File: src/rtl/gf_pkg.sv
package gf_pkg;
  localparam logic [7:0] CH_CR        = 8'h0D;
  localparam logic [7:0] CH_LF        = 8'h0A;
  localparam logic [7:0] AUX_EOI_NEXT = 8'h08;
  localparam logic [7:0] AUX_HOLD_ALL = 8'h83;
  localparam logic [7:0] AUX_RELEASE  = 8'h02;
  localparam logic [7:0] AUX_HOLD_OFF = 8'h03;

  typedef struct packed {
    logic       aux;
    logic [7:0] byt;
  } cmd_t;

  typedef enum logic [2:0] {T_IDLE, T_PAY, T_CR, T_EOI, T_LF} tx_st_e;
  typedef enum logic [2:0] {R_IDLE, R_HOLD, R_WAIT, R_REL, R_REL_END, R_CLR} rx_st_e;
endpackage

File: src/rtl/gf_tx_seq.sv
module gf_tx_seq
  import gf_pkg::*;
#(
  parameter int DEPTH = 16,
  localparam int IW = $clog2(DEPTH)
) (
  input  logic          clk,
  input  logic          rst_n,
  input  logic          start,
  output logic          busy,
  output logic          fin,
  output logic [IW-1:0] rd_idx,
  input  logic [7:0]    rd_byte,
  output logic          o_valid,
  input  logic          o_ready,
  output cmd_t          o_cmd
);
  localparam logic [IW-1:0] LAST = IW'(DEPTH - 1);

  tx_st_e        st;
  logic [IW-1:0] idx;
  logic          pay_ok;

  assign pay_ok = (idx < LAST) && (rd_byte != 8'h00);
  assign rd_idx = idx;
  assign busy   = (st != T_IDLE);

  always_comb begin
    o_valid = 1'b0;
    o_cmd   = '0;
    case (st)
      T_PAY: begin o_valid = pay_ok; o_cmd = '{aux: 1'b0, byt: rd_byte}; end
      T_CR:  begin o_valid = 1'b1;   o_cmd = '{aux: 1'b0, byt: CH_CR}; end
      T_EOI: begin o_valid = 1'b1;   o_cmd = '{aux: 1'b1, byt: AUX_EOI_NEXT}; end
      T_LF:  begin o_valid = 1'b1;   o_cmd = '{aux: 1'b0, byt: CH_LF}; end
      default: ;
    endcase
  end

  always_ff @(posedge clk or negedge rst_n) begin
    if (!rst_n) begin
      st  <= T_IDLE;
      idx <= '0;
      fin <= 1'b0;
    end else begin
      fin <= 1'b0;
      case (st)
        T_IDLE: if (start) begin st <= T_PAY; idx <= '0; end
        T_PAY: begin
          if (!pay_ok)      st  <= T_CR;
          else if (o_ready) idx <= idx + 1'b1;
        end
        T_CR:  if (o_ready) st <= T_EOI;
        T_EOI: if (o_ready) st <= T_LF;
        T_LF:  if (o_ready) begin st <= T_IDLE; fin <= 1'b1; end
        default: st <= T_IDLE;
      endcase
    end
  end


  no_zero_payload_chk: assert property (@(posedge clk) disable iff (!rst_n)
    (o_valid && !o_cmd.aux && o_cmd.byt != CH_CR && o_cmd.byt != CH_LF) |-> (o_cmd.byt != 8'h00));


  cr_then_eoi_chk: assert property (@(posedge clk) disable iff (!rst_n)
    (o_valid && o_ready && !o_cmd.aux && o_cmd.byt == CH_CR && st == T_CR)
      |=> (o_valid && o_cmd.aux && o_cmd.byt == AUX_EOI_NEXT));
endmodule

File: src/rtl/gf_rx_seq.sv
module gf_rx_seq
  import gf_pkg::*;
#(
  parameter int DEPTH = 16,
  localparam int IW = $clog2(DEPTH)
) (
  input  logic          clk,
  input  logic          rst_n,
  input  logic          start,
  output logic          busy,
  output logic          fin,
  input  logic          in_valid,
  output logic          in_ready,
  input  logic [7:0]    in_byte,
  output logic          o_valid,
  input  logic          o_ready,
  output cmd_t          o_cmd,
  output logic          wr_en,
  output logic [IW-1:0] wr_idx,
  output logic [7:0]    wr_data,
  output logic [IW-1:0] len,
  output logic          ovf
);
  localparam logic [IW-1:0] LAST = IW'(DEPTH - 1);

  rx_st_e        st;
  logic [IW-1:0] widx;
  logic          take, is_lf, is_cr;

  assign in_ready = (st == R_WAIT);
  assign take     = in_valid && in_ready;
  assign is_lf    = (in_byte == CH_LF);
  assign is_cr    = (in_byte == CH_CR);
  assign wr_en    = take && !is_cr;
  assign wr_idx   = widx;
  assign wr_data  = is_lf ? 8'h00 : in_byte;
  assign busy     = (st != R_IDLE);

  always_comb begin
    o_valid = 1'b1;
    o_cmd   = '{aux: 1'b1, byt: AUX_RELEASE};
    case (st)
      R_HOLD:           o_cmd.byt = AUX_HOLD_ALL;
      R_REL, R_REL_END: o_cmd.byt = AUX_RELEASE;
      R_CLR:            o_cmd.byt = AUX_HOLD_OFF;
      default: begin o_valid = 1'b0; o_cmd = '0; end
    endcase
  end

  always_ff @(posedge clk or negedge rst_n) begin
    if (!rst_n) begin
      st   <= R_IDLE;
      widx <= '0;
      len  <= '0;
      ovf  <= 1'b0;
      fin  <= 1'b0;
    end else begin
      fin <= 1'b0;
      case (st)
        R_IDLE: if (start) begin
          st <= R_HOLD; widx <= '0; len <= '0; ovf <= 1'b0;
        end
        R_HOLD: if (o_ready) st <= R_WAIT;
        R_WAIT: if (take) begin
          if (is_lf) begin
            len <= widx;
            st  <= R_REL_END;
          end else if (is_cr) begin
            st <= R_REL;
          end else if (widx == LAST - 1'b1) begin
            widx <= widx + 1'b1;
            len  <= LAST;
            ovf  <= 1'b1;
            st   <= R_REL_END;
          end else begin
            widx <= widx + 1'b1;
            st   <= R_REL;
          end
        end
        R_REL:     if (o_ready) st <= R_WAIT;
        R_REL_END: if (o_ready) st <= R_CLR;
        R_CLR:     if (o_ready) begin st <= R_IDLE; fin <= 1'b1; end
        default:   st <= R_IDLE;
      endcase
    end
  end


  cr_keeps_index_chk: assert property (@(posedge clk) disable iff (!rst_n)
    (take && is_cr) |=> $stable(widx));


  lf_then_release_chk: assert property (@(posedge clk) disable iff (!rst_n)
    (take && is_lf) |=> (o_valid && o_cmd.aux && o_cmd.byt == AUX_RELEASE && !in_ready));


  byte_then_release_chk: assert property (@(posedge clk) disable iff (!rst_n)
    take |=> (!in_ready && o_valid && o_cmd.byt == AUX_RELEASE));
endmodule

File: src/rtl/gf_rx_store.sv
module gf_rx_store #(
  parameter int DEPTH = 16,
  localparam int IW = $clog2(DEPTH)
) (
  input  logic          clk,
  input  logic          rst_n,
  input  logic          wr_en,
  input  logic [IW-1:0] wr_idx,
  input  logic [7:0]    wr_data,
  input  logic [IW-1:0] rd_idx,
  output logic [7:0]    rd_data
);
  logic [7:0] slots [DEPTH];

  always_ff @(posedge clk or negedge rst_n) begin
    if (!rst_n) begin
      for (int i = 0; i < DEPTH; i++) slots[i] <= '0;
    end else begin
      for (int i = 0; i < DEPTH; i++)
        if (wr_en && wr_idx == IW'(i)) slots[i] <= wr_data;
    end
  end

  assign rd_data = slots[rd_idx];
endmodule

File: src/rtl/gf_framer.sv
module gf_framer
  import gf_pkg::*;
#(
  parameter int DEPTH = 16,
  localparam int IW = $clog2(DEPTH)
) (
  input  logic          clk,
  input  logic          rst_n,
  input  logic          tx_start,
  input  logic          rx_start,
  output logic          busy,
  output logic          done,
  output logic [IW-1:0] txb_idx,
  input  logic [7:0]    txb_byte,
  output logic          cmd_valid,
  input  logic          cmd_ready,
  output logic          cmd_aux,
  output logic [7:0]    cmd_byte,
  input  logic          in_valid,
  output logic          in_ready,
  input  logic [7:0]    in_byte,
  input  logic [IW-1:0] rxb_idx,
  output logic [7:0]    rxb_byte,
  output logic [IW-1:0] rx_len,
  output logic          rx_ovf
);
  logic          tx_busy, rx_busy, tx_fin, rx_fin, tx_go, rx_go;
  logic          tx_v, rx_v;
  cmd_t          tx_c, rx_c, sel_c;
  logic          wr_en;
  logic [IW-1:0] wr_idx;
  logic [7:0]    wr_data;

  assign busy  = tx_busy || rx_busy;
  assign tx_go = tx_start && !busy;
  assign rx_go = rx_start && !tx_start && !busy;
  assign done  = tx_fin || rx_fin;

  gf_tx_seq #(.DEPTH(DEPTH)) u_tx (
    .clk, .rst_n, .start(tx_go), .busy(tx_busy), .fin(tx_fin),
    .rd_idx(txb_idx), .rd_byte(txb_byte),
    .o_valid(tx_v), .o_ready(cmd_ready && !rx_busy), .o_cmd(tx_c)
  );

  gf_rx_seq #(.DEPTH(DEPTH)) u_rx (
    .clk, .rst_n, .start(rx_go), .busy(rx_busy), .fin(rx_fin),
    .in_valid, .in_ready, .in_byte,
    .o_valid(rx_v), .o_ready(cmd_ready && rx_busy), .o_cmd(rx_c),
    .wr_en, .wr_idx, .wr_data, .len(rx_len), .ovf(rx_ovf)
  );

  gf_rx_store #(.DEPTH(DEPTH)) u_store (
    .clk, .rst_n, .wr_en, .wr_idx, .wr_data, .rd_idx(rxb_idx), .rd_data(rxb_byte)
  );

  assign sel_c     = rx_busy ? rx_c : tx_c;
  assign cmd_valid = rx_busy ? rx_v : tx_v;
  assign cmd_aux   = sel_c.aux;
  assign cmd_byte  = sel_c.byt;


  one_direction_chk: assert property (@(posedge clk) disable iff (!rst_n)
    !(tx_busy && rx_busy));


  cmd_hold_chk: assert property (@(posedge clk) disable iff (!rst_n)
    (cmd_valid && !cmd_ready) |=> (cmd_valid && $stable(cmd_aux) && $stable(cmd_byte)));


  done_single_chk: assert property (@(posedge clk) disable iff (!rst_n)
    done |=> !done);
endmodule

File: config.mk
export PLATFORM = sky130hd
export DESIGN_NAME = gf_framer
export DESIGN_NICKNAME = d
export VERILOG_FILES = /design/src/rtl/gf_pkg.sv /design/src/rtl/gf_tx_seq.sv /design/src/rtl/gf_rx_seq.sv /design/src/rtl/gf_rx_store.sv /design/src/rtl/gf_framer.sv
export SDC_FILE = /design/constraint.sdc
export NUM_CORES = 1
export LEC_CHECK = 0
export BUFFER_PORTS_ARGS = -buffer_cell sky130_fd_sc_hd__clkbuf_2
export CORE_ASPECT_RATIO = 1.1
export CORE_MARGIN = 2
export CORE_UTILIZATION = 55
export CTS_CLUSTER_DIAMETER = 150
export CTS_CLUSTER_SIZE = 20
export DETAILED_ROUTE_END_ITERATION = 7
export PLACE_DENSITY_LB_ADDON = 0.15
export SYNTH_ARGS = -nofsm -noshare
export SYNTH_HDL_FRONTEND = slang
export SYNTH_SLANG_ARGS = --single-unit
File: constraint.sdc
create_clock -name clk -period 2.5 [get_ports clk]
set_input_delay 0.125 -clock clk [delete_from_list [all_inputs] [get_ports clk]]
set_output_delay 0.125 -clock clk [all_outputs]
set_load 0.05 [all_outputs]
==> run_results.csv <==
group,metric,value,unit
power_and_ir_drop,vdd_drop_max,0.485,mV
worst_setup_path,path_cells,"buf_4, nor3_1, and3_1, and2_1, clkbuf_2",
clock_network,cts_tree,"yes",
worst_setup_path,critical-path-top-delay-family,"simple AND/OR/NAND/NOR gates",
placed_design,io_buffers,55,
drt,via_per_inst,6.34,
worst_setup_path,critPathMaxStageDelay,470,ps
worst_hold_path,whs_endpoint,"u_store.slots[12]",
placed_design,dp_hpwl,11100,um
placed_design,place_ws,161,ps
grt,antenna_found_initial,0,
placed_design,place.gp.congestion,0.794,
drt,drt_pass1_iterations,4,
clock_network,cts.clk_slew.worst_paths,60,ps
worst_setup_path,worst_path_max_delay_cell,"nor3_1",
grt,track_usage,25.9,%
finish,layout_common_cells,"149 x dfrtp_1, 127 x mux2_2, 54 x clkbuf_2, 40 x mux4_2, 23 x buf_4",
drt,vias,4835,
placed_design,place_inst,727,
finish,final_cell_count_no_fill,763,
floorplanning,die_w,114,um
logic_synthesis,synth.avg_cell_area,14.1,um^2
grt,grt_pass1_vias,5126,
power_and_ir_drop,leakagePower,0.00403,uW
floorplanning,start_util,56.0,%
timing,rsz0062_at_grt,"no",
floorplanning,die_h,125,um
floorplanning,ios,56,
drt,drc_errors,0,
worst_setup_path,reg2reg_from,"u_rx.st[2]",
worst_setup_path,worst-path-buf-inv,2,
timing,fin_crit_sh,89.2,%
worst_setup_path,start_kind,"register",
finish,layout_commonest_cell,"dfrtp_1",
clock_network,cts_sinks,149,
logic_synthesis,synth_ff_type,"dfrtp_1",
clock_network,cts_root_buffer,"clkbuf_16",
finish,utilization,65.1,%
drt,ant_nets,0,
clock_network,htreeDepth,4,
timing,finalSetupViolCount,0,
grt,grt_pass1_wl,27700,um
floorplanning,core,13200,um^2
timing,skew,5.39,ps
floorplanning,rows,44,
logic_synthesis,syn_nets,554,
finish,final_nets,620,
worst_setup_path,critPathArrivalTime,2110,ps
worst_setup_path,r2r-end,"u_rx.wr_idx[3]",
flow_run,maxCapViolCount,0,
finish,layout-area-overhead-vs-synth,16.3,%
timing,setup_tns,0,ps
finish,n_antenna_cell,0,
timing,worstMarginPinSlew,817,ps
clock_network,cts_buffer_depth,2,
floorplanning,die_area,14300,um^2
timing,hold_viol_final,0,
worst_hold_path,hold-path-cell-count,3,
worst_setup_path,worst_setup_path_end_kind,"primary output",
timing,final_max_slew_viol_count,0,
finish,layout-drive-gt1-share,49.7,%
worst_hold_path,min_from,"in_byte[4]",
logic_synthesis,synthDistinctLibCells,61,
logic_synthesis,syn-cell-area,7370,um^2
logic_synthesis,synth-edff-count,0,
logic_synthesis,async_reset_ff_share,100,%
worst_hold_path,hold_class,"input pin to register",
worst_setup_path,setup.worst_path.class,"register to primary output",
grt,overflow,0,
logic_synthesis,yosysSeqAreaShare,50.6,%
timing,max_slew_margin,45.6,%
worst_setup_path,r2r_slack,360,ps
logic_synthesis,ys_seq_elements,149,
logic_synthesis,synthCells,523,
worst_setup_path,crit_required,2380,ps
timing,setup_ws,269,ps
drt,wl,16900,um
worst_setup_path,crit_fanout,14,
clock_network,clk_latency,420,ps
logic_synthesis,yosysWarnings,0,
worst_setup_path,rr_worst_depth,5,
status,status,"finished clean",
power_and_ir_drop,powerDensity,1010,nW/um^2
clock_network,cts_made_buffers,17,
grt,grt_max_degree,86,
timing,min_period,2230,ps
drt,avgRoutedWirePerCell,22.2,um
drt,detail_route.iter0.violations,334,
timing,fmax,448,MHz
==> kinds of logic (layout without fill, tap and decap cells) <==
family,count (synthesis),count (layout),synth area share (%)
DFF,149,149,50.6
and+or+nand+nor,96,96,8.34
xor gates and xnor gates,1,1,0.119
adders and majority gates,5,5,0.849
muxes,171,171,32.3
AOI/OAI and AO/OA,53,53,5.08
buffers and inverters,48,127,2.68
==> power breakdown <==
part	internal [uW]	total [uW]	switching [uW]
combinational	1260	2420	1160
clock	1590	2550	953
sequential	3200	3680	474
total	6060	8650	2590
==> how the worst max path moves through the flow <==
stage,startpoint,to,depth (start not counted)
floorplan,u_tx.st[0],cmd_aux,4
global placement,u_rx.st[2],u_rx.wr_idx[0],5
detailed placement,u_rx.st[2],u_rx.wr_idx[3],5
CTS,u_rx.st[2],u_rx.wr_idx[3],5
global route,u_rx.st[2],cmd_byte[4],5
finish,u_rx.st[2],cmd_byte[5],5
==> final cells by class <==
class / count / area, um^2
Tap cell: 161 / 201
Inverter: 10 / 37.5
Multi-Input combinational cell: 326 / 3450
Clock buffer: 23 / 498
Timing Repair Buffer: 85 / 554
Sequential cell: 149 / 3730
Clock inverter: 9 / 98.8
Fill cell: 940 / 4590
==> worst register-to-register path, stage by stage, from the launching register on <==
cell      delay [ps]
dfrtp_1          370
buf_4            180
nor4b_2          430
a21boi_0         310
or4_1            520
a21boi_0         230
==> metal layers <==
metal	part of all wire (%)	global-route usage [%]
met5	0	0
met4	3.4	10.8
met3	4.7	7.32
met2	49	41.0
met1	43	33.8
==> synth_stat cells, drive strengths merged (4+ instances only) <==
cell type	n	area (um^2)
nor3	4	20.0
nor2	14	52.6
nand2	14	52.6
clkbuf	27	101
ha	5	62.6
a21oi	11	55.1
o22ai	4	25.0
or4	5	41.3
nor4b	5	50.0
and3	11	68.8
inv	10	37.5
o21ai	9	45.0
buf	11	58.8
mux2	129	1460
and2	6	40.0
mux4	40	901
nand3	14	100
dfrtp	149	3730
nor2b	5	31.3
nand2b	4	25.0
==> registers in the layout, indices dropped and copies added (netlist names) <==
name	flops
u_tx.fin	1
u_rx.wr_idx	4
u_rx.st	3
u_rx.len	4
u_tx.rd_idx	4
u_store.slots	128
u_rx.ovf	1
u_rx.fin	1
u_tx.st	3
==> through the flow <==
stage	power [uW]	cell area [um^2]	hold slack, ps
after floorplan	5450	7370	-171
after global placement	6000	7920	239
after detailed placement	6120	7920	245
after CTS	8690	8560	207
after global routing	9080	8570	236
final	8650	8570	218
==> timing repair <==
action,CTS,global route
endpoints found under the hold margin,84,0
buffers inserted,0,0
gates resized for setup,0,1
hold buffers,4,0
endpoints found under the setup margin,0,2
No activity file was read; power rests on OpenSTA's default activity.
